### src/rtl/lock_seq_pkg.sv
`timescale 1ns/1ps
package lock_seq_pkg;

  typedef enum logic [1:0] {
    ST_IDLE  = 2'd0,
    ST_BUSY  = 2'd1,
    ST_RETRY = 2'd2,
    ST_HOLD  = 2'd3
  } seqState_t;

  // Strobes from control to datapath, one clock each
  typedef struct packed {
    logic loadReq;
    logic fireStrobe;
    logic setLock;
    logic clrLock;
    logic setHold;
    logic clrHold;
  } seqCtl_t;

endpackage

### src/rtl/lock_seq_ctrl.sv
`timescale 1ns/1ps
module lock_seq_ctrl
  import lock_seq_pkg::*;
(
  input  logic    clk,
  input  logic    rstN,
  input  logic    reqValid,
  input  logic    reqLocked,
  input  logic    xferRdy,
  input  logic    holdReq,
  input  logic    addrHold,
  input  logic    backOff,
  input  logic    lockActive,
  input  logic    curLocked,
  input  logic    curLast,
  output seqCtl_t ctl,
  output logic    reqTake
);

  seqState_t stateQ;
  seqState_t stateD;

  always_ff @(posedge clk or negedge rstN) begin
    if (!rstN) stateQ <= ST_IDLE;
    else       stateQ <= stateD;
  end

  always_comb begin
    stateD  = stateQ;
    ctl     = '0;
    reqTake = 1'b0;
    case (stateQ)
      ST_IDLE: begin
        // a hold waiting on an unlocked idle bus wins over new work
        if (holdReq && !lockActive) begin
          ctl.setHold = 1'b1;
          stateD      = ST_HOLD;
        end else if (reqValid && !addrHold && !backOff) begin
          ctl.loadReq    = 1'b1;
          ctl.fireStrobe = 1'b1;
          ctl.setLock    = reqLocked;
          reqTake        = 1'b1;
          stateD         = ST_BUSY;
        end
      end
      ST_BUSY: begin
        if (backOff) begin
          stateD = ST_RETRY;
        end else if (xferRdy) begin
          ctl.clrLock = curLocked && curLast;
          stateD      = ST_IDLE;
        end
      end
      ST_RETRY: begin
        if (!backOff && !addrHold) begin
          ctl.fireStrobe = 1'b1;
          stateD         = ST_BUSY;
        end
      end
      ST_HOLD: begin
        if (!holdReq) begin
          ctl.clrHold = 1'b1;
          stateD      = ST_IDLE;
        end
      end
      default: stateD = ST_IDLE;
    endcase
  end

endmodule

### src/rtl/lock_seq_dp.sv
`timescale 1ns/1ps
module lock_seq_dp
  import lock_seq_pkg::*;
#(
  parameter int TAG_W = 8
) (
  input  logic             clk,
  input  logic             rstN,
  input  seqCtl_t          ctl,
  input  logic [TAG_W-1:0] reqTag,
  input  logic             reqLocked,
  input  logic             reqLast,
  output logic             busLockN,
  output logic             holdAck,
  output logic             addrStrobe,
  output logic [TAG_W-1:0] busTag,
  output logic             curLocked,
  output logic             curLast
);

  always_ff @(posedge clk or negedge rstN) begin
    if (!rstN) begin
      busLockN   <= 1'b1;
      holdAck    <= 1'b0;
      addrStrobe <= 1'b0;
      busTag     <= '0;
      curLocked  <= 1'b0;
      curLast    <= 1'b0;
    end else begin
      addrStrobe <= ctl.fireStrobe;
      if (ctl.loadReq) begin
        busTag    <= reqTag;
        curLocked <= reqLocked;
        curLast   <= reqLast;
      end
      if (ctl.setLock)      busLockN <= 1'b0;
      else if (ctl.clrLock) busLockN <= 1'b1;
      if (ctl.setHold)      holdAck <= 1'b1;
      else if (ctl.clrHold) holdAck <= 1'b0;
    end
  end

endmodule

### src/rtl/lock_sequencer.sv
`timescale 1ns/1ps
module lock_sequencer
  import lock_seq_pkg::*;
#(
  parameter int TAG_W = 8
) (
  input  logic             clk,
  input  logic             rstN,
  input  logic             reqValid,
  input  logic             reqLocked,
  input  logic             reqLast,
  input  logic [TAG_W-1:0] reqTag,
  output logic             reqTake,
  input  logic             xferRdy,
  input  logic             holdReq,
  input  logic             addrHold,
  input  logic             backOff,
  output logic             addrStrobe,
  output logic [TAG_W-1:0] busTag,
  output logic             busLockN,
  output logic             holdAck
);

  seqCtl_t ctl;
  logic    curLocked;
  logic    curLast;

  lock_seq_ctrl ctrl_i (
    .clk        (clk),
    .rstN       (rstN),
    .reqValid   (reqValid),
    .reqLocked  (reqLocked),
    .xferRdy    (xferRdy),
    .holdReq    (holdReq),
    .addrHold   (addrHold),
    .backOff    (backOff),
    .lockActive (!busLockN),
    .curLocked  (curLocked),
    .curLast    (curLast),
    .ctl        (ctl),
    .reqTake    (reqTake)
  );

  lock_seq_dp #(.TAG_W(TAG_W)) dp_i (
    .clk        (clk),
    .rstN       (rstN),
    .ctl        (ctl),
    .reqTag     (reqTag),
    .reqLocked  (reqLocked),
    .reqLast    (reqLast),
    .busLockN   (busLockN),
    .holdAck    (holdAck),
    .addrStrobe (addrStrobe),
    .busTag     (busTag),
    .curLocked  (curLocked),
    .curLast    (curLast)
  );

endmodule

### config.mk
export PLATFORM = sky130hd
export DESIGN_NAME = lock_sequencer
export DESIGN_NICKNAME = d
export VERILOG_FILES = /design/src/rtl/lock_seq_pkg.sv /design/src/rtl/lock_seq_ctrl.sv /design/src/rtl/lock_seq_dp.sv /design/src/rtl/lock_sequencer.sv
export SDC_FILE = /design/constraint.sdc
export NUM_CORES = 1
export LEC_CHECK = 0
export ABC_AREA = 0
export BUFFER_PORTS_ARGS = -buffer_cell sky130_fd_sc_hd__buf_2
export CAP_MARGIN = 20
export CORE_MARGIN = 4
export CORE_UTILIZATION = 35
export DETAILED_ROUTE_END_ITERATION = 12
export GPL_TIMING_DRIVEN = 0
export PLACE_DENSITY = 0.66
export SLEW_MARGIN = 20
export SYNTH_ARGS = -nofsm -noshare
export SYNTH_HDL_FRONTEND = slang
export SYNTH_SLANG_ARGS = --single-unit
### constraint.sdc
create_clock -name clk -period 1.9 [get_ports clk]
set_clock_uncertainty 0.15 [all_clocks]
set_input_delay 0.095 -clock clk [delete_from_list [all_inputs] [get_ports clk]]
set_output_delay 0.095 -clock clk [all_outputs]
set_load 0.02 [all_outputs]
After elaboration in Yosys (flattened, before gate mapping)
Cells that the tools add are included.
{ "classes": {"n_eq_ne": 7, "muxes": 27, "n_reduce_logical": 11} }
{ "ops": {"columns": ["operator", "n"], "rows": [
  ["1-bit 2-to-1 mux", 17],
  ["2-bit 2-to-1 mux", 6],
  ["2-bit case mux with 4 select lines", 1],
  ["3-bit 2-to-1 mux", 2],
  ["1-bit logical AND", 5],
  ["2-bit == test (second input constant)", 2],
  ["4-bit AND reduction", 1],
  ["2-bit nonzero test", 2],
  ["3-bit by 1-bit inequality test with 1-bit output (second input constant)", 1],
  ["3-bit inequality test (second input constant)", 1],
  ["2-bit by 1-bit == test with 1-bit output (second input constant)", 1],
  ["1-bit logical NOT", 2],
  ["2-bit logical NOT", 1],
  ["2-bit by 1-bit inequality test with 1-bit output (second input constant)", 1],
  ["2-bit inequality test (second input constant)", 1],
  ["1-bit case mux with 2 select lines", 1]
]} }
{ "totals": {"regBits": 15, "inputBits": 17, "out_inout_bits": 12, "word_cells": 52} }

Longest topological paths before layout
Gate-level depths: netlist of run 1.
{ "depth": {"depth_word": 7, "depth_mapped": 5} }

Modules after synthesis
Synthesis of run 1 repeated with hierarchy kept, for this count alone.
{ "unflattened": {"hier_cells": 57, "hier_area_um2": 738.2} }
{ "by_module_without_submodules": {"columns": ["mod", "instances", "cells_per_inst", "area_per_inst_um2"], "rows": [
  ["lock_seq_dp", 1, 28, 506.7],
  ["lock_seq_ctrl", 1, 28, 227.7],
  ["lock_sequencer", 1, 1, 3.8]
]} }

Worst setup path before layout of run 1
OpenSTA, ideal clock, no wires.
{ "synth_path": {"kind": "register to register", "start": "reg ctrl_i.stateQ[1]", "end": "reg dp_i.busTag[0]", "setup_ns": 0.125, "t_arrival_ns": 1.403, "t_required_ns": 1.625, "path_slack_ns": 0.221, "path_stages_with_launch": 6, "path_buffers": 2, "cell_sequence": "dfrtp_1 buf_6 a211oi_2 nor2b_4 buf_12 mux2_4"} }
{ "synth_via": {"elab_chain_len": 2} }
{ "synth_lines": {"columns": ["element", "line", "source"], "rows": [
  ["from (decl)", "lock_seq_ctrl.sv:20", "seqState_t stateQ;"],
  ["from (signal assigned)", "lock_seq_ctrl.sv:25", "else stateQ <= stateD;"],
  ["2-bit logical NOT", "lock_seq_ctrl.sv:32", "case (stateQ)"],
  ["1-bit 2-to-1 mux", "lock_seq_ctrl.sv:32", null],
  ["to (signal assigned)", "lock_seq_dp.sv:32", "busTag <= reqTag;"],
  ["to (decl)", "lock_seq_dp.sv:16", "output logic [TAG_W-1:0] busTag,"]
]} }
No other way between the ends.
A chain may end at the register's enable or synchronous reset.

Worst setup path after layout of run 1
{ "layout_path": {"start": "in addrHold", "end": "out reqTake"} }
{ "layout_via": {"elab_chain_len": 6} }
{ "layout_lines": {"columns": ["element", "line", "source"], "rows": [
  ["from (decl)", "lock_sequencer.sv:16", "input logic addrHold,"],
  ["1-bit logical NOT", "lock_seq_ctrl.sv:38", "end else if (reqValid && !addrHold && !backOff) begin"],
  ["1-bit logical AND (2 in a row)", "lock_seq_ctrl.sv:38", null],
  ["1-bit 2-to-1 mux", "lock_seq_ctrl.sv:38", null],
  ["1-bit 2-to-1 mux", "lock_seq_ctrl.sv:35", "if (holdReq && !lockActive) begin"],
  ["1-bit 2-to-1 mux", "lock_seq_ctrl.sv:32", null],
  ["to (decl)", "lock_sequencer.sv:13", "output logic reqTake,"]
]} }
No other way between the ends.

==> results of run 1 <==
Yosys cell counts:
cell type                  instances
sky130_fd_sc_hd__o21a_1            1
sky130_fd_sc_hd__nor2_1            1
sky130_fd_sc_hd__a31oi_1           2
sky130_fd_sc_hd__a32oi_1           1
sky130_fd_sc_hd__inv_1             4
sky130_fd_sc_hd__buf_12            1
sky130_fd_sc_hd__nor3b_1           1
sky130_fd_sc_hd__o21ai_0           1
sky130_fd_sc_hd__dfrtp_1          14
sky130_fd_sc_hd__a21oi_1           2
sky130_fd_sc_hd__a41oi_1           1
sky130_fd_sc_hd__nand2b_1          1
sky130_fd_sc_hd__o21bai_1          1
sky130_fd_sc_hd__buf_6             1
sky130_fd_sc_hd__a211oi_2          1
sky130_fd_sc_hd__nand2_1           1
sky130_fd_sc_hd__mux2i_1           2
sky130_fd_sc_hd__mux2_4            7
sky130_fd_sc_hd__or3b_4            1
sky130_fd_sc_hd__dfstp_2           1
sky130_fd_sc_hd__mux2_2            3
sky130_fd_sc_hd__or3_2             1
sky130_fd_sc_hd__nor2b_4           1
final timing paths:
check,endpoint,start,cells after the start,slack [ns]
min in group asynchronous,dp_i.busTag[1],rstN,2,0.08
hold reg to reg,dp_i.busTag[6],dp_i.busTag[6],1,0.36
max in group asynchronous,dp_i.busLockN,rstN,2,1.23
hold / removal,dp_i.holdAck,holdReq,3,0.02
setup reg to reg,dp_i.busTag[4],ctrl_i.stateQ[1],5,0.15
setup / recovery,reqTake,addrHold,6,0.06
layout make-up:
cell class                 count  share of cell area
inverter                       4              0.0142
buffer                         2              0.0296
tap                           27              0.0319
clock buffer                   4              0.0248
multi-input combinational     29               0.270
sequential                    15               0.356
timing repair buffer          43               0.274
worst max-delay path, stage by stage:
cell                            delay, ns
sky130_fd_sc_hd__dlygate4sd3_1       0.53
sky130_fd_sc_hd__buf_2               0.13
sky130_fd_sc_hd__or3b_4              0.39
sky130_fd_sc_hd__nor2b_4             0.16
sky130_fd_sc_hd__buf_12              0.15
sky130_fd_sc_hd__buf_4               0.14
cells in the final DEF, fill, tap and decap left out:
cell,count
sky130_fd_sc_hd__nor3b_1,1
sky130_fd_sc_hd__clkbuf_1,1
sky130_fd_sc_hd__dfstp_2,1
sky130_fd_sc_hd__a31oi_1,2
sky130_fd_sc_hd__o21bai_1,1
sky130_fd_sc_hd__o21a_1,1
sky130_fd_sc_hd__a21oi_1,2
sky130_fd_sc_hd__dlygate4sd3_1,14
sky130_fd_sc_hd__nand2_1,1
sky130_fd_sc_hd__mux2i_1,2
sky130_fd_sc_hd__or3b_4,1
sky130_fd_sc_hd__dfrtp_1,14
sky130_fd_sc_hd__a211oi_2,1
sky130_fd_sc_hd__o21ai_0,1
sky130_fd_sc_hd__clkbuf_4,3
sky130_fd_sc_hd__buf_4,2
sky130_fd_sc_hd__nor2b_4,1
sky130_fd_sc_hd__nand2b_1,1
sky130_fd_sc_hd__buf_2,27
sky130_fd_sc_hd__nor2_1,1
sky130_fd_sc_hd__a41oi_1,1
sky130_fd_sc_hd__a32oi_1,1
sky130_fd_sc_hd__buf_6,1
sky130_fd_sc_hd__inv_1,4
sky130_fd_sc_hd__mux2_2,3
sky130_fd_sc_hd__buf_12,1
sky130_fd_sc_hd__or3_2,1
sky130_fd_sc_hd__mux2_4,7
cells by family after synthesis:
logic type             count (synthesis)  share of synthesized area
flip-flops                            15                      0.532
multiplexers                          12                      0.224
AO/OA/AOI/OAI                         10                      0.102
AND/OR/NAND/NOR                        7                     0.0760
buffers and inverters                  6                     0.0654
per-stage QoR:
stage | total power [mW] | setup slack, ns | std cells | hold slack (ns) | utilization
final | 1.43 | 0.0551 | 124 | 0.0241 | 0.545
after global routing | 1.53 | 0.00863 | 124 | 0.0245 | 0.545
after CTS | 1.44 | 0.0229 | 124 | 0.0214 | 0.544
after detailed placement | 1.23 | 0.136 | 105 | -0.130 | 0.454
after global placement | 1.21 | 0.163 | 105 | -0.137 | 0.454
after floorplan | 1.04 | 0.221 | 50 | -0.351 | -
flip-flops by register name, summed over array words and instances (netlist names):
register	count
dp_i.curLocked	1
ctrl_i.stateQ	2
dp_i.busTag	8
dp_i.curLast	1
dp_i.holdAck	1
dp_i.busLockN	1
dp_i.addrStrobe	1
routing by layer:
metal	vias to the layer above	wire, um	track usage
met1	270	599	0.143
met3	2	66	0.0254
met5	-	0	0
li1	274	-	-
met4	0	10	0.0511
met2	16	856	0.211
report_power, final:
| group | internal, mW | switching [mW] |
|---|---|---|
| Sequential | 0.476 | 0.0981 |
| Clock | 0.0814 | 0.101 |
| Combinational | 0.345 | 0.327 |
| Total | 0.903 | 0.527 |
what timing repair did:
item / 4_1_cts / 5_1_grt
buffers inserted: 1 / 0
gates resized for setup: 0 / 1
endpoints found under the setup margin: 1 / 1
endpoints found under the hold margin: 28 / 0
hold buffers: 14 / 0
pin swaps: 0 / 0
==> flow_summary.html, run 1 <==
<table>
<tr><th>Metric</th><th>Value</th></tr>
<tr><th colspan="2">Die</th></tr>
<tr><td>Core region area</td><td>1940 um2</td></tr>
<tr><td>Die boundary height</td><td>53.0 um</td></tr>
<tr><td>Initial standard-cell utilization of the core</td><td>0.365</td></tr>
<tr><td>Number of core rows</td><td>16</td></tr>
<tr><td>Ports placed on the boundary</td><td>29</td></tr>
<tr><td>Horizontal die dimension</td><td>53.0 um</td></tr>
<tr><td>Die outline area</td><td>2810 um2</td></tr>
<tr><th colspan="2">Clocking</th></tr>
<tr><td>Clock root cell</td><td>sky130_fd_sc_hd__clkbuf_4</td></tr>
<tr><td>Clock-pin transition on the worst setup and hold timing paths</td><td>0.09 ns</td></tr>
<tr><td>Clock tree from TritonCTS</td><td>built</td></tr>
<tr><td>Number of buffers added by the clock tree synthesis step</td><td>3</td></tr>
<tr><td>Clock tree sinks</td><td>15</td></tr>
<tr><td>Worst skew pair latency</td><td>0.28 ns</td></tr>
<tr><td>CTS H-Tree Depth</td><td>1</td></tr>
<tr><td>Maximum buffer depth of the clock tree</td><td>2</td></tr>
<tr><th colspan="2">Min path</th></tr>
<tr><td>HP Class</td><td>primary input to flop</td></tr>
<tr><th colspan="2">Detailed routing</th></tr>
<tr><td>Vias</td><td>562</td></tr>
<tr><td>Antenna Violating Nets Remaining</td><td>0</td></tr>
<tr><td>Per-cell routed wire length</td><td>12.4 um</td></tr>
<tr><td>Detailed-routing iteration count for the pre-antenna-repair pass</td><td>4</td></tr>
<tr><td>Final wirelength</td><td>1530 um</td></tr>
<tr><td>1st-iter DRT viols</td><td>6</td></tr>
<tr><td>Post-route DRC</td><td>0</td></tr>
<tr><td>Average vias per placed instance</td><td>4.53</td></tr>
<tr><th colspan="2">Logic synthesis</th></tr>
<tr><td>Number of nets produced by synthesis</td><td>67</td></tr>
<tr><td>Seq cells post-synth</td><td>15</td></tr>
<tr><td>Post-synthesis instance total</td><td>50</td></tr>
<tr><td>Cells taking the most area after synthesis</td><td>sky130_fd_sc_hd__dfrtp_1 49%, sky130_fd_sc_hd__mux2_4 15%, sky130_fd_sc_hd__mux2_2 4.8%, sky130_fd_sc_hd__dfstp_2 3.7%, sky130_fd_sc_hd__buf_12 2.8%</td></tr>
<tr><td>Mean area per synthesized cell</td><td>14.2 um2</td></tr>
<tr><td>Sequential element share of the synthesized area</td><td>0.532</td></tr>
<tr><td>Mapped cell area</td><td>708 um2</td></tr>
<tr><td>Fraction of post-synthesis cell area in the top cell type by area</td><td>0.495</td></tr>
<tr><td>Number of unique standard cell types used by synthesis</td><td>23</td></tr>
<tr><td>Number of warnings reported in the yosys synthesis log</td><td>0</td></tr>
<tr><td>Cell type with the highest aggregate area in the netlist</td><td>sky130_fd_sc_hd__dfrtp_1</td></tr>
<tr><th colspan="2">Worst setup path</th></tr>
<tr><td>Crit path capture type</td><td>output port</td></tr>
<tr><td>Critical path peak fanout</td><td>10</td></tr>
<tr><td>Launching element type of the critical path</td><td>primary input</td></tr>
<tr><td>Endpoint required time on the critical path</td><td>1.65 ns</td></tr>
<tr><td>Type of the setup path with the least slack</td><td>primary input to output port</td></tr>
<tr><td>Data arrival at the endpoint of the critical path</td><td>1.60 ns</td></tr>
<tr><th colspan="2">Final layout</th></tr>
<tr><td>Area of the multi-input gates</td><td>285 um2</td></tr>
<tr><td>Final layout net count</td><td>115</td></tr>
<tr><td>Register Area</td><td>377 um2</td></tr>
<tr><td>Layout cells sized above 1</td><td>0.505</td></tr>
<tr><td>Count of antenna diodes in the layout</td><td>0</td></tr>
<tr><td>FILL cells</td><td>174</td></tr>
<tr><td>Final non-filler cell area</td><td>1060 um2</td></tr>
<tr><td>Area overhead of the layout relative to synthesis</td><td>49.5%</td></tr>
<tr><th colspan="2">Timing</th></tr>
<tr><td>Slew at the pin with the worst max-slew slack</td><td>0.322 ns</td></tr>
<tr><td>Final setup fails</td><td>0</td></tr>
<tr><td>Post-route fraction of the period consumed by the critical path</td><td>0.971</td></tr>
<tr><td>Worst rel slew slack</td><td>0.786</td></tr>
<tr><td>Post-layout min period</td><td>1.84 ns</td></tr>
<tr><td>Timing-limited maximum frequency</td><td>542 MHz</td></tr>
<tr><td>Setup Total Neg Slack</td><td>0 ns</td></tr>
<tr><td>Final Hold Vio Count</td><td>0</td></tr>
<tr><td>Setup repair after global routing missed its margin</td><td>no</td></tr>
<tr><td>Final slew viol count</td><td>0</td></tr>
<tr><th colspan="2">Place</th></tr>
<tr><td>Quantity of I/O buffers inserted on ports</td><td>28</td></tr>
<tr><td>Post-detail-place hpwl</td><td>1060 um</td></tr>
<tr><td>Instance area after placement</td><td>882 um2</td></tr>
<tr><td>Final weighted congestion in routability-driven placement</td><td>0.718</td></tr>
<tr><th colspan="2">Power and ir drop</th></tr>
<tr><td>Cell Pwr Density</td><td>1350 nW/um2</td></tr>
<tr><td>Leakage Power</td><td>0.517 nW</td></tr>
<tr><td>Max VDD drop</td><td>0.832 mV</td></tr>
<tr><th colspan="2">Global route</th></tr>
<tr><td>Number of global-route vias before repair</td><td>559</td></tr>
<tr><td>Total congestion overflow after global routing</td><td>0</td></tr>
<tr><td>GRT Resource Usage Total</td><td>0.121</td></tr>
<tr><td>Global-route wire length before repair</td><td>2460 um</td></tr>
<tr><td>Maximum number of pins on one net before global-route repair</td><td>16</td></tr>
<tr><td>Number of antenna violations at the first check in global routing</td><td>0</td></tr>
<tr><th colspan="2">Flow run</th></tr>
<tr><td>Number of maximum-capacitance constraint violations</td><td>0</td></tr>
<tr><th colspan="2">Status</th></tr>
<tr><td>Run status</td><td>complete, no violations</td></tr>
</table>
(Power assumes the default switching activity.)
==> inputs of run 2 (changes only) <==
--- a/config.mk
+++ b/config.mk
@@ -9,10 +9,10 @@
 export BUFFER_PORTS_ARGS = -buffer_cell sky130_fd_sc_hd__buf_2
 export CAP_MARGIN = 20
 export CORE_MARGIN = 4
-export CORE_UTILIZATION = 35
+export CORE_UTILIZATION = 45
 export DETAILED_ROUTE_END_ITERATION = 12
 export GPL_TIMING_DRIVEN = 0
-export PLACE_DENSITY = 0.66
+export PLACE_DENSITY = 0.8
 export SLEW_MARGIN = 20
 export SYNTH_ARGS = -nofsm -noshare
 export SYNTH_HDL_FRONTEND = slang
==> run 2 against run 1 <==
Critical path depth stayed put. Sequential share of layout area is 0.74 points lower. Setup slack worse by 0.0071 ns. Via count is 0.36% higher. Clock power is 3% lower. Sequential power is 3% higher. Flip-flop and latch count stayed put. Combinational power is 4.3% higher. Register-to-register slack hardly changed. Routed wire length is 13% higher. Final cell count is 7.3% lower. Critical endpoint unchanged. Largest power group unchanged. Highest routed layer unchanged.
==> flow_summary.html, run 2 (same netlist as run 1, synthesis figures left out) <==
<table>
<tr><th>Metric</th><th>Value</th></tr>
<tr><th colspan="2">Status</th></tr>
<tr><td>Run status</td><td>complete, no violations (unchanged)</td></tr>
<tr><th colspan="2">Place</th></tr>
<tr><td>Quantity of I/O buffers inserted on ports</td><td>28 (unchanged)</td></tr>
<tr><td>Final weighted congestion in routability-driven placement</td><td>0.748 (was 0.718)</td></tr>
<tr><td>Post-detail-place hpwl</td><td>1160 um (was 1060 um)</td></tr>
<tr><th colspan="2">Detailed routing</th></tr>
<tr><td>Per-cell routed wire length</td><td>15.0 um (was 12.4 um)</td></tr>
<tr><td>1st-iter DRT viols</td><td>8 (was 6)</td></tr>
<tr><td>Average vias per placed instance</td><td>4.90 (was 4.53)</td></tr>
<tr><td>Detailed-routing iteration count for the pre-antenna-repair pass</td><td>4 (unchanged)</td></tr>
<tr><td>Vias</td><td>564 (was 562)</td></tr>
<tr><td>Post-route DRC</td><td>0 (unchanged)</td></tr>
<tr><td>Final wirelength</td><td>1730 um (was 1530 um)</td></tr>
<tr><td>Antenna Violating Nets Remaining</td><td>0 (unchanged)</td></tr>
<tr><th colspan="2">Timing</th></tr>
<tr><td>Final Hold Vio Count</td><td>0 (unchanged)</td></tr>
<tr><td>Setup repair after global routing missed its margin</td><td>no (unchanged)</td></tr>
<tr><td>Worst rel slew slack</td><td>0.785 (was 0.786)</td></tr>
<tr><td>Final setup fails</td><td>0 (unchanged)</td></tr>
<tr><td>Timing-limited maximum frequency</td><td>540 MHz (was 542 MHz)</td></tr>
<tr><td>Post-route fraction of the period consumed by the critical path</td><td>0.975 (was 0.971)</td></tr>
<tr><td>Setup Total Neg Slack</td><td>0 ns (unchanged)</td></tr>
<tr><td>Post-layout min period</td><td>1.85 ns (was 1.84 ns)</td></tr>
<tr><td>Final slew viol count</td><td>0 (unchanged)</td></tr>
<tr><td>Slew at the pin with the worst max-slew slack</td><td>0.323 ns (was 0.322 ns)</td></tr>
<tr><th colspan="2">Final layout</th></tr>
<tr><td>Area of the multi-input gates</td><td>293 um2 (was 285 um2)</td></tr>
<tr><td>Final layout net count</td><td>117 (was 115)</td></tr>
<tr><td>Count of antenna diodes in the layout</td><td>0 (unchanged)</td></tr>
<tr><td>Register name with the most flops</td><td>dp_i.busTag (unchanged)</td></tr>
<tr><td>Top library cells by usage in the layout, fill and taps aside</td><td>27 x sky130_fd_sc_hd__buf_2, 14 x sky130_fd_sc_hd__dfrtp_1, 14 x sky130_fd_sc_hd__dlygate4sd3_1, 7 x sky130_fd_sc_hd__mux2_4 (was 27 x sky130_fd_sc_hd__buf_2, 14 x sky130_fd_sc_hd__dfrtp_1, 14 x sky130_fd_sc_hd__dlygate4sd3_1, 7 x sky130_fd_sc_hd__mux2_4, 4 x sky130_fd_sc_hd__inv_1)</td></tr>
<tr><td>Biggest registers after layout</td><td>dp_i.busTag: 8 flops, ctrl_i.stateQ: 2 flops (unchanged)</td></tr>
<tr><td>Leading cell type in the layout, fill and taps excluded</td><td>sky130_fd_sc_hd__buf_2 (unchanged)</td></tr>
<tr><td>Area overhead of the layout relative to synthesis</td><td>52.7% (was 49.5%)</td></tr>
<tr><td>Final cell utilization of the core</td><td>0.726 (was 0.545)</td></tr>
<tr><td>Register Area</td><td>377 um2 (unchanged)</td></tr>
<tr><td>Layout cells sized above 1</td><td>0.525 (was 0.505)</td></tr>
<tr><td>FILL cells</td><td>101 (was 174)</td></tr>
<tr><td>Number of flip-flops in the largest register</td><td>8 (unchanged)</td></tr>
<tr><th colspan="2">Global route</th></tr>
<tr><td>Number of global-route vias before repair</td><td>569 (was 559)</td></tr>
<tr><td>Maximum number of pins on one net before global-route repair</td><td>16 (unchanged)</td></tr>
<tr><td>Global-route track usage on met3</td><td>0.0789 (was 0.0254)</td></tr>
<tr><td>Number of antenna violations at the first check in global routing</td><td>0 (unchanged)</td></tr>
<tr><td>GRT Resource Usage Total</td><td>0.179 (was 0.121)</td></tr>
<tr><td>GR Util met2</td><td>0.316 (was 0.211)</td></tr>
<tr><td>GRT met1 Usage</td><td>0.202 (was 0.143)</td></tr>
<tr><td>Most Crowded Layer GR</td><td>met2 (unchanged)</td></tr>
<tr><td>Total congestion overflow after global routing</td><td>0 (unchanged)</td></tr>
<tr><td>Global-route wire length before repair</td><td>2710 um (was 2460 um)</td></tr>
<tr><th colspan="2">Clocking</th></tr>
<tr><td>CTS H-Tree Depth</td><td>1 (unchanged)</td></tr>
<tr><td>Clock root cell</td><td>sky130_fd_sc_hd__clkbuf_4 (unchanged)</td></tr>
<tr><td>Number of buffers added by the clock tree synthesis step</td><td>3 (unchanged)</td></tr>
<tr><td>Maximum buffer depth of the clock tree</td><td>2 (unchanged)</td></tr>
<tr><td>Clock-pin transition on the worst setup and hold timing paths</td><td>0.08 ns (was 0.09 ns)</td></tr>
<tr><td>Clock tree sinks</td><td>15 (unchanged)</td></tr>
<tr><td>Worst skew pair latency</td><td>0.28 ns (about the same)</td></tr>
<tr><td>Clock tree from TritonCTS</td><td>built (unchanged)</td></tr>
<tr><th colspan="2">Worst setup path</th></tr>
<tr><td>Launching element type of the critical path</td><td>primary input (unchanged)</td></tr>
<tr><td>Critical path peak fanout</td><td>5 (was 10)</td></tr>
<tr><td>Data arrival at the endpoint of the critical path</td><td>1.61 ns (was 1.60 ns)</td></tr>
<tr><td>Crit path capture type</td><td>output port (unchanged)</td></tr>
<tr><td>Type of the setup path with the least slack</td><td>primary input to output port (unchanged)</td></tr>
<tr><td>Endpoint required time on the critical path</td><td>1.65 ns (about the same)</td></tr>
<tr><th colspan="2">Die</th></tr>
<tr><td>Die outline area</td><td>2270 um2 (was 2810 um2)</td></tr>
<tr><td>Horizontal die dimension</td><td>47.7 um (was 53.0 um)</td></tr>
<tr><td>Initial standard-cell utilization of the core</td><td>0.476 (was 0.365)</td></tr>
<tr><td>Core region area</td><td>1490 um2 (was 1940 um2)</td></tr>
<tr><td>Ports placed on the boundary</td><td>29 (unchanged)</td></tr>
<tr><td>Die boundary height</td><td>47.7 um (was 53.0 um)</td></tr>
<tr><td>Number of core rows</td><td>14 (was 16)</td></tr>
<tr><th colspan="2">Power and ir drop</th></tr>
<tr><td>Cell Pwr Density</td><td>1360 nW/um2 (was 1350 nW/um2)</td></tr>
<tr><td>Max VDD drop</td><td>0.883 mV (was 0.832 mV)</td></tr>
<tr><td>Leakage Power</td><td>0.534 nW (was 0.517 nW)</td></tr>
<tr><th colspan="2">Min path</th></tr>
<tr><td>HP Class</td><td>primary input to flop (unchanged)</td></tr>
<tr><th colspan="2">Flow run</th></tr>
<tr><td>Number of maximum-capacitance constraint violations</td><td>0 (unchanged)</td></tr>
</table>
## run 2: routing by layer
| layer | up-vias | part of all wire |
|---|---|---|
| li1 | 276 | - |
| met1 | 268 | 0.38 |
| met2 | 18 | 0.56 |
| met3 | 2 | 0.052 |
| met4 | 0 | 0.0035 |
| met5 | - | 0 |
## run 2: final timing paths
check | start | end | slack [ns] | cells after the start
min | holdReq | ctrl_i.stateQ[1] | 0.06 | 4
min in group asynchronous | rstN | dp_i.busTag[2] | 0.08 | 2
min reg2reg | dp_i.busTag[6] | dp_i.busTag[6] | 0.37 | 1
max | addrHold | reqTake | 0.05 | 6
max in group asynchronous | rstN | dp_i.busLockN | 1.23 | 2
max reg2reg | ctrl_i.stateQ[1] | dp_i.busTag[1] | 0.14 | 6
## run 2: final cells by class
type / count / area share
multi-input cells: 29 / 0.271
clock buffers: 3 / 0.0208
clock inverters: 1 / 0.00463
plain buffers: 2 / 0.0289
repair buffers: 45 / 0.294
flip-flops and latches: 15 / 0.348
well taps: 16 / 0.0185
inverters: 4 / 0.0139
## run 2: timing repair
action	in CTS	in global routing
gates resized for setup	0	2
pin swaps	0	0
setup buffers	1	2
setup endpoints to repair	1	1
hold buffers	14	0
endpoints found under the hold margin	28	0
cloned	0	0
## run 2: stage by stage
| step | area, um2 | hold slack [ns] | total power [mW] | std cells | setup slack (ns) |
|---|---|---|---|---|---|
| 2_1_floorplan | 708 | -0.351 | 1.04 | 50 | 0.221 |
| 3_3_place_gp | 868 | -0.143 | 1.20 | 94 | 0.168 |
| 3_5_place_dp | 868 | -0.136 | 1.24 | 94 | 0.142 |
| 4_1_cts | 1040 | 0.0345 | 1.45 | 113 | 0.0249 |
| 5_1_grt | 1080 | 0.0690 | 1.58 | 115 | 0.0268 |
| 6_report | 1080 | 0.0611 | 1.47 | 115 | 0.0480 |
## run 2: power breakdown
part / total (mW) / switching [mW] / internal, mW
sequential: 0.594 / 0.117 / 0.477
clock: 0.178 / 0.0999 / 0.0782
combinational: 0.701 / 0.343 / 0.358
total: 1.47 / 0.560 / 0.913
## run 2: worst max-delay path, cell delays in order
cell                            delay (ns)
sky130_fd_sc_hd__dlygate4sd3_1        0.54
sky130_fd_sc_hd__buf_2                0.14
sky130_fd_sc_hd__or3b_4               0.39
sky130_fd_sc_hd__nor2b_4              0.15
sky130_fd_sc_hd__buf_12               0.12
sky130_fd_sc_hd__clkbuf_4             0.17
==> inputs of run 3 (changes only) <==
--- a/config.mk
+++ b/config.mk
@@ -9,10 +9,10 @@
 export BUFFER_PORTS_ARGS = -buffer_cell sky130_fd_sc_hd__buf_2
 export CAP_MARGIN = 20
 export CORE_MARGIN = 4
-export CORE_UTILIZATION = 45
+export CORE_UTILIZATION = 49
 export DETAILED_ROUTE_END_ITERATION = 12
 export GPL_TIMING_DRIVEN = 0
-export PLACE_DENSITY = 0.8
+export PLACE_DENSITY = 0.86
 export SLEW_MARGIN = 20
 export SYNTH_ARGS = -nofsm -noshare
 export SYNTH_HDL_FRONTEND = slang
==> constraint.sdc (replaced) <==
create_clock -name clk -period 2.2 [get_ports clk]
set_clock_uncertainty 0.15 [all_clocks]
set_input_delay 0.11 -clock clk [delete_from_list [all_inputs] [get_ports clk]]
set_output_delay 0.11 -clock clk [all_outputs]
set_load 0.02 [all_outputs]
==> run 3 against run 2 <==
Non-clock buffer count shrank 3. Clock-buffer cell count grew 1. Combinational power shrank 16%. Flip-flop and latch count is the same. Critical path type is now primary input to flop. Final cell count shrank 3.5%. Global-route usage grew 0.44 points. Register-to-register slack is essentially flat. Die area shrank 6.8%. Critical path depth grew 1. First-iteration DRC count shrank 38%.
==> flow_summary.html, run 3 (same netlist as run 1, synthesis figures left out) <==
<table>
<tr><th>Metric</th><th>Value</th></tr>
<tr><th colspan="2">Status</th></tr>
<tr><td>Run status</td><td>complete, no violations (unchanged)</td></tr>
<tr><th colspan="2">Worst setup path</th></tr>
<tr><td>Crit-path slowest cell</td><td>sky130_fd_sc_hd__dlygate4sd3_1 (unchanged)</td></tr>
<tr><td>Type of the setup path with the least slack</td><td>primary input to flop (was primary input to output port)</td></tr>
<tr><td>Endpoint required time on the critical path</td><td>2.27 ns (was 1.65 ns)</td></tr>
<tr><td>Crit-path max cell delay</td><td>0.55 ns (was 0.54 ns)</td></tr>
<tr><td>Critical path peak fanout</td><td>10 (was 5)</td></tr>
<tr><td>Crit path buffers/inverters</td><td>4 (unchanged)</td></tr>
<tr><td>Launching element type of the critical path</td><td>primary input (unchanged)</td></tr>
<tr><td>Crit path capture type</td><td>flop (was output port)</td></tr>
<tr><td>Data arrival at the endpoint of the critical path</td><td>2.17 ns (was 1.61 ns)</td></tr>
<tr><td>Cell Chain, Critical Path</td><td>dlygate4sd3_1, buf_2, or3b_4, nor2b_4, buf_12, a21oi_1, dlygate4sd3_1 (was dlygate4sd3_1, buf_2, or3b_4, nor2b_4, buf_12, clkbuf_4)</td></tr>
<tr><td>Dominant delay contributor by cell family on the critical path</td><td>buffers and inverters (unchanged)</td></tr>
<tr><td>Crit path top cell by count</td><td>sky130_fd_sc_hd__dlygate4sd3_1</td></tr>
<tr><th colspan="2">Final layout</th></tr>
<tr><td>Biggest registers after layout</td><td>dp_i.busTag: 8 flops, ctrl_i.stateQ: 2 flops (unchanged)</td></tr>
<tr><td>Register name with the most flops</td><td>dp_i.busTag (unchanged)</td></tr>
<tr><td>Leading cell type in the layout, fill and taps excluded</td><td>sky130_fd_sc_hd__buf_2 (unchanged)</td></tr>
<tr><td>Final layout net count</td><td>114 (was 117)</td></tr>
<tr><td>Count of antenna diodes in the layout</td><td>0 (unchanged)</td></tr>
<tr><td>Area overhead of the layout relative to synthesis</td><td>45.9% (was 52.7%)</td></tr>
<tr><td>Final cell utilization of the core</td><td>0.775 (was 0.726)</td></tr>
<tr><td>Top library cells by usage in the layout, fill and taps aside</td><td>28 x sky130_fd_sc_hd__buf_2, 14 x sky130_fd_sc_hd__dfrtp_1, 14 x sky130_fd_sc_hd__dlygate4sd3_1, 7 x sky130_fd_sc_hd__mux2_4, 4 x sky130_fd_sc_hd__inv_1 (was 27 x sky130_fd_sc_hd__buf_2, 14 x sky130_fd_sc_hd__dfrtp_1, 14 x sky130_fd_sc_hd__dlygate4sd3_1, 7 x sky130_fd_sc_hd__mux2_4)</td></tr>
<tr><td>Layout cells sized above 1</td><td>0.500 (was 0.525)</td></tr>
<tr><td>Number of flip-flops in the largest register</td><td>8 (unchanged)</td></tr>
<tr><th colspan="2">Min path</th></tr>
<tr><td>HP Class</td><td>primary input to flop (unchanged)</td></tr>
<tr><th colspan="2">Detailed routing</th></tr>
<tr><td>Antenna Violating Nets Remaining</td><td>0 (unchanged)</td></tr>
<tr><td>1st-iter DRT viols</td><td>5 (was 8)</td></tr>
<tr><td>Average vias per placed instance</td><td>5.22 (was 4.90)</td></tr>
<tr><td>Detailed-routing iteration count for the pre-antenna-repair pass</td><td>4 (unchanged)</td></tr>
<tr><td>Final wirelength</td><td>1680 um (was 1730 um)</td></tr>
<tr><td>Per-cell routed wire length</td><td>15.2 um (was 15.0 um)</td></tr>
<tr><td>Post-route DRC</td><td>0 (unchanged)</td></tr>
<tr><td>Vias</td><td>579 (was 564)</td></tr>
<tr><th colspan="2">Die</th></tr>
<tr><td>Ports placed on the boundary</td><td>29 (unchanged)</td></tr>
<tr><td>Horizontal die dimension</td><td>46.0 um (was 47.7 um)</td></tr>
<tr><td>Initial standard-cell utilization of the core</td><td>0.531 (was 0.476)</td></tr>
<tr><td>Die outline area</td><td>2120 um2 (was 2270 um2)</td></tr>
<tr><td>Die boundary height</td><td>46.0 um (was 47.7 um)</td></tr>
<tr><td>Number of core rows</td><td>13 (was 14)</td></tr>
<tr><td>Core region area</td><td>1330 um2 (was 1490 um2)</td></tr>
<tr><th colspan="2">Clocking</th></tr>
<tr><td>Clock root cell</td><td>sky130_fd_sc_hd__clkbuf_4 (unchanged)</td></tr>
<tr><td>CTS H-Tree Depth</td><td>1 (unchanged)</td></tr>
<tr><td>Clock tree sinks</td><td>15 (unchanged)</td></tr>
<tr><td>Clock-pin transition on the worst setup and hold timing paths</td><td>0.09 ns (was 0.08 ns)</td></tr>
<tr><td>Maximum buffer depth of the clock tree</td><td>2 (unchanged)</td></tr>
<tr><td>Clock tree from TritonCTS</td><td>built (unchanged)</td></tr>
<tr><td>Buffers inserted during post-CTS setup optimization</td><td>0 (was 1)</td></tr>
<tr><td>Worst skew pair latency</td><td>0.28 ns (about the same)</td></tr>
<tr><td>Number of buffers added by the clock tree synthesis step</td><td>3 (unchanged)</td></tr>
<tr><th colspan="2">Power and ir drop</th></tr>
<tr><td>Max VDD drop</td><td>0.890 mV (was 0.883 mV)</td></tr>
<tr><td>Leakage Power</td><td>0.514 nW (was 0.534 nW)</td></tr>
<tr><td>Cell Pwr Density</td><td>1210 nW/um2 (was 1360 nW/um2)</td></tr>
<tr><th colspan="2">Global route</th></tr>
<tr><td>Maximum number of pins on one net before global-route repair</td><td>16 (unchanged)</td></tr>
<tr><td>Number of antenna violations at the first check in global routing</td><td>0 (unchanged)</td></tr>
<tr><td>Total congestion overflow after global routing</td><td>0 (unchanged)</td></tr>
<tr><td>Number of global-route vias before repair</td><td>607 (was 569)</td></tr>
<tr><td>GRT Resource Usage Total</td><td>0.183 (was 0.179)</td></tr>
<tr><td>Global-route wire length before repair</td><td>2680 um (was 2710 um)</td></tr>
<tr><th colspan="2">Timing</th></tr>
<tr><td>Setup Total Neg Slack</td><td>0 ns (unchanged)</td></tr>
<tr><td>Worst rel slew slack</td><td>0.779 (was 0.785)</td></tr>
<tr><td>Slew at the pin with the worst max-slew slack</td><td>0.332 ns (was 0.323 ns)</td></tr>
<tr><td>Worst Hold Margin</td><td>0.0395 ns (was 0.0611 ns)</td></tr>
<tr><td>Final setup fails</td><td>0 (unchanged)</td></tr>
<tr><td>Setup repair after global routing missed its margin</td><td>no (unchanged)</td></tr>
<tr><td>Final Hold Vio Count</td><td>0 (unchanged)</td></tr>
<tr><td>Final slew viol count</td><td>0 (unchanged)</td></tr>
<tr><td>Post-route fraction of the period consumed by the critical path</td><td>0.958</td></tr>
<tr><td>Post-layout min period</td><td>2.11 ns</td></tr>
<tr><td>Timing-limited maximum frequency</td><td>475 MHz</td></tr>
<tr><th colspan="2">Flow run</th></tr>
<tr><td>Number of maximum-capacitance constraint violations</td><td>0 (unchanged)</td></tr>
<tr><th colspan="2">Place</th></tr>
<tr><td>Post-detail-place hpwl</td><td>1130 um (was 1160 um)</td></tr>
<tr><td>Quantity of I/O buffers inserted on ports</td><td>28 (unchanged)</td></tr>
<tr><td>Final weighted congestion in routability-driven placement</td><td>0.669 (was 0.748)</td></tr>
</table>
-- run 3: what timing repair did --
item / 4_1_cts / 5_1_grt
hold buffers: 14 / 0
gates resized for setup: 0 / 0
endpoints found under the hold margin: 28 / 0
-- run 3: routing by layer --
layer / vias to the layer above / GRT usage / part of all wire
li1: 268 / - / -
met2: 26 / 0.335 / 0.58
met3: 2 / 0.0593 / 0.074
met1: 283 / 0.198 / 0.34
met4: 0 / 0.0511 / 0.0071
met5: - / 0 / 0
-- run 3: worst paths after layout --
| kind | endpoint | cells after the start | slack, ns | startpoint |
|---|---|---|---|---|
| setup / recovery | dp_i.busLockN | 7 | 0.09 | backOff |
| hold / removal | dp_i.holdAck | 3 | 0.04 | holdReq |
| setup reg to reg | dp_i.busLockN | 6 | 0.15 | ctrl_i.stateQ[1] |
| hold reg to reg | dp_i.busTag[1] | 1 | 0.36 | dp_i.busTag[1] |
| max in group asynchronous | dp_i.busLockN | 2 | 1.51 | rstN |
| min in group asynchronous | ctrl_i.stateQ[1] | 2 | 0.10 | rstN |
-- run 3: power by group --
| group | switching [mW] | internal, mW | total, mW | leakage [nW] |
|---|---|---|---|---|
| clock | 0.0835 | 0.0704 | 0.154 | 0.0150 |
| combinational | 0.291 | 0.302 | 0.592 | 0.318 |
| sequential | 0.0919 | 0.412 | 0.504 | 0.181 |
| total | 0.466 | 0.784 | 1.25 | 0.514 |
-- run 3: area by class of cell --
class	count	area [um2]
Multi-Input combinational cell	29	285
Fill cell	89	300
Inverter	4	15.0
Buffer	2	31.3
Timing Repair Buffer	42	280
Tap cell	15	18.8
Clock buffer	4	26.3
Sequential cell	15	377
-- run 3: worst min-delay path, stage by stage --
cell and delay [ns]:
sky130_fd_sc_hd__buf_2 0.12, sky130_fd_sc_hd__a31oi_1 0.08, sky130_fd_sc_hd__o21ai_0 0.13
-- run 3: through the flow --
step                instances  setup WS [ns]  power (mW)  area [um2]
floorplan                  50          0.521       0.895         708
global placement           93          0.478        1.04         867
detailed placement         93          0.420        1.07         867
CTS                       111         0.0884        1.25        1030
global route              111         0.0505        1.33        1030
finish                    111         0.0933        1.25        1030
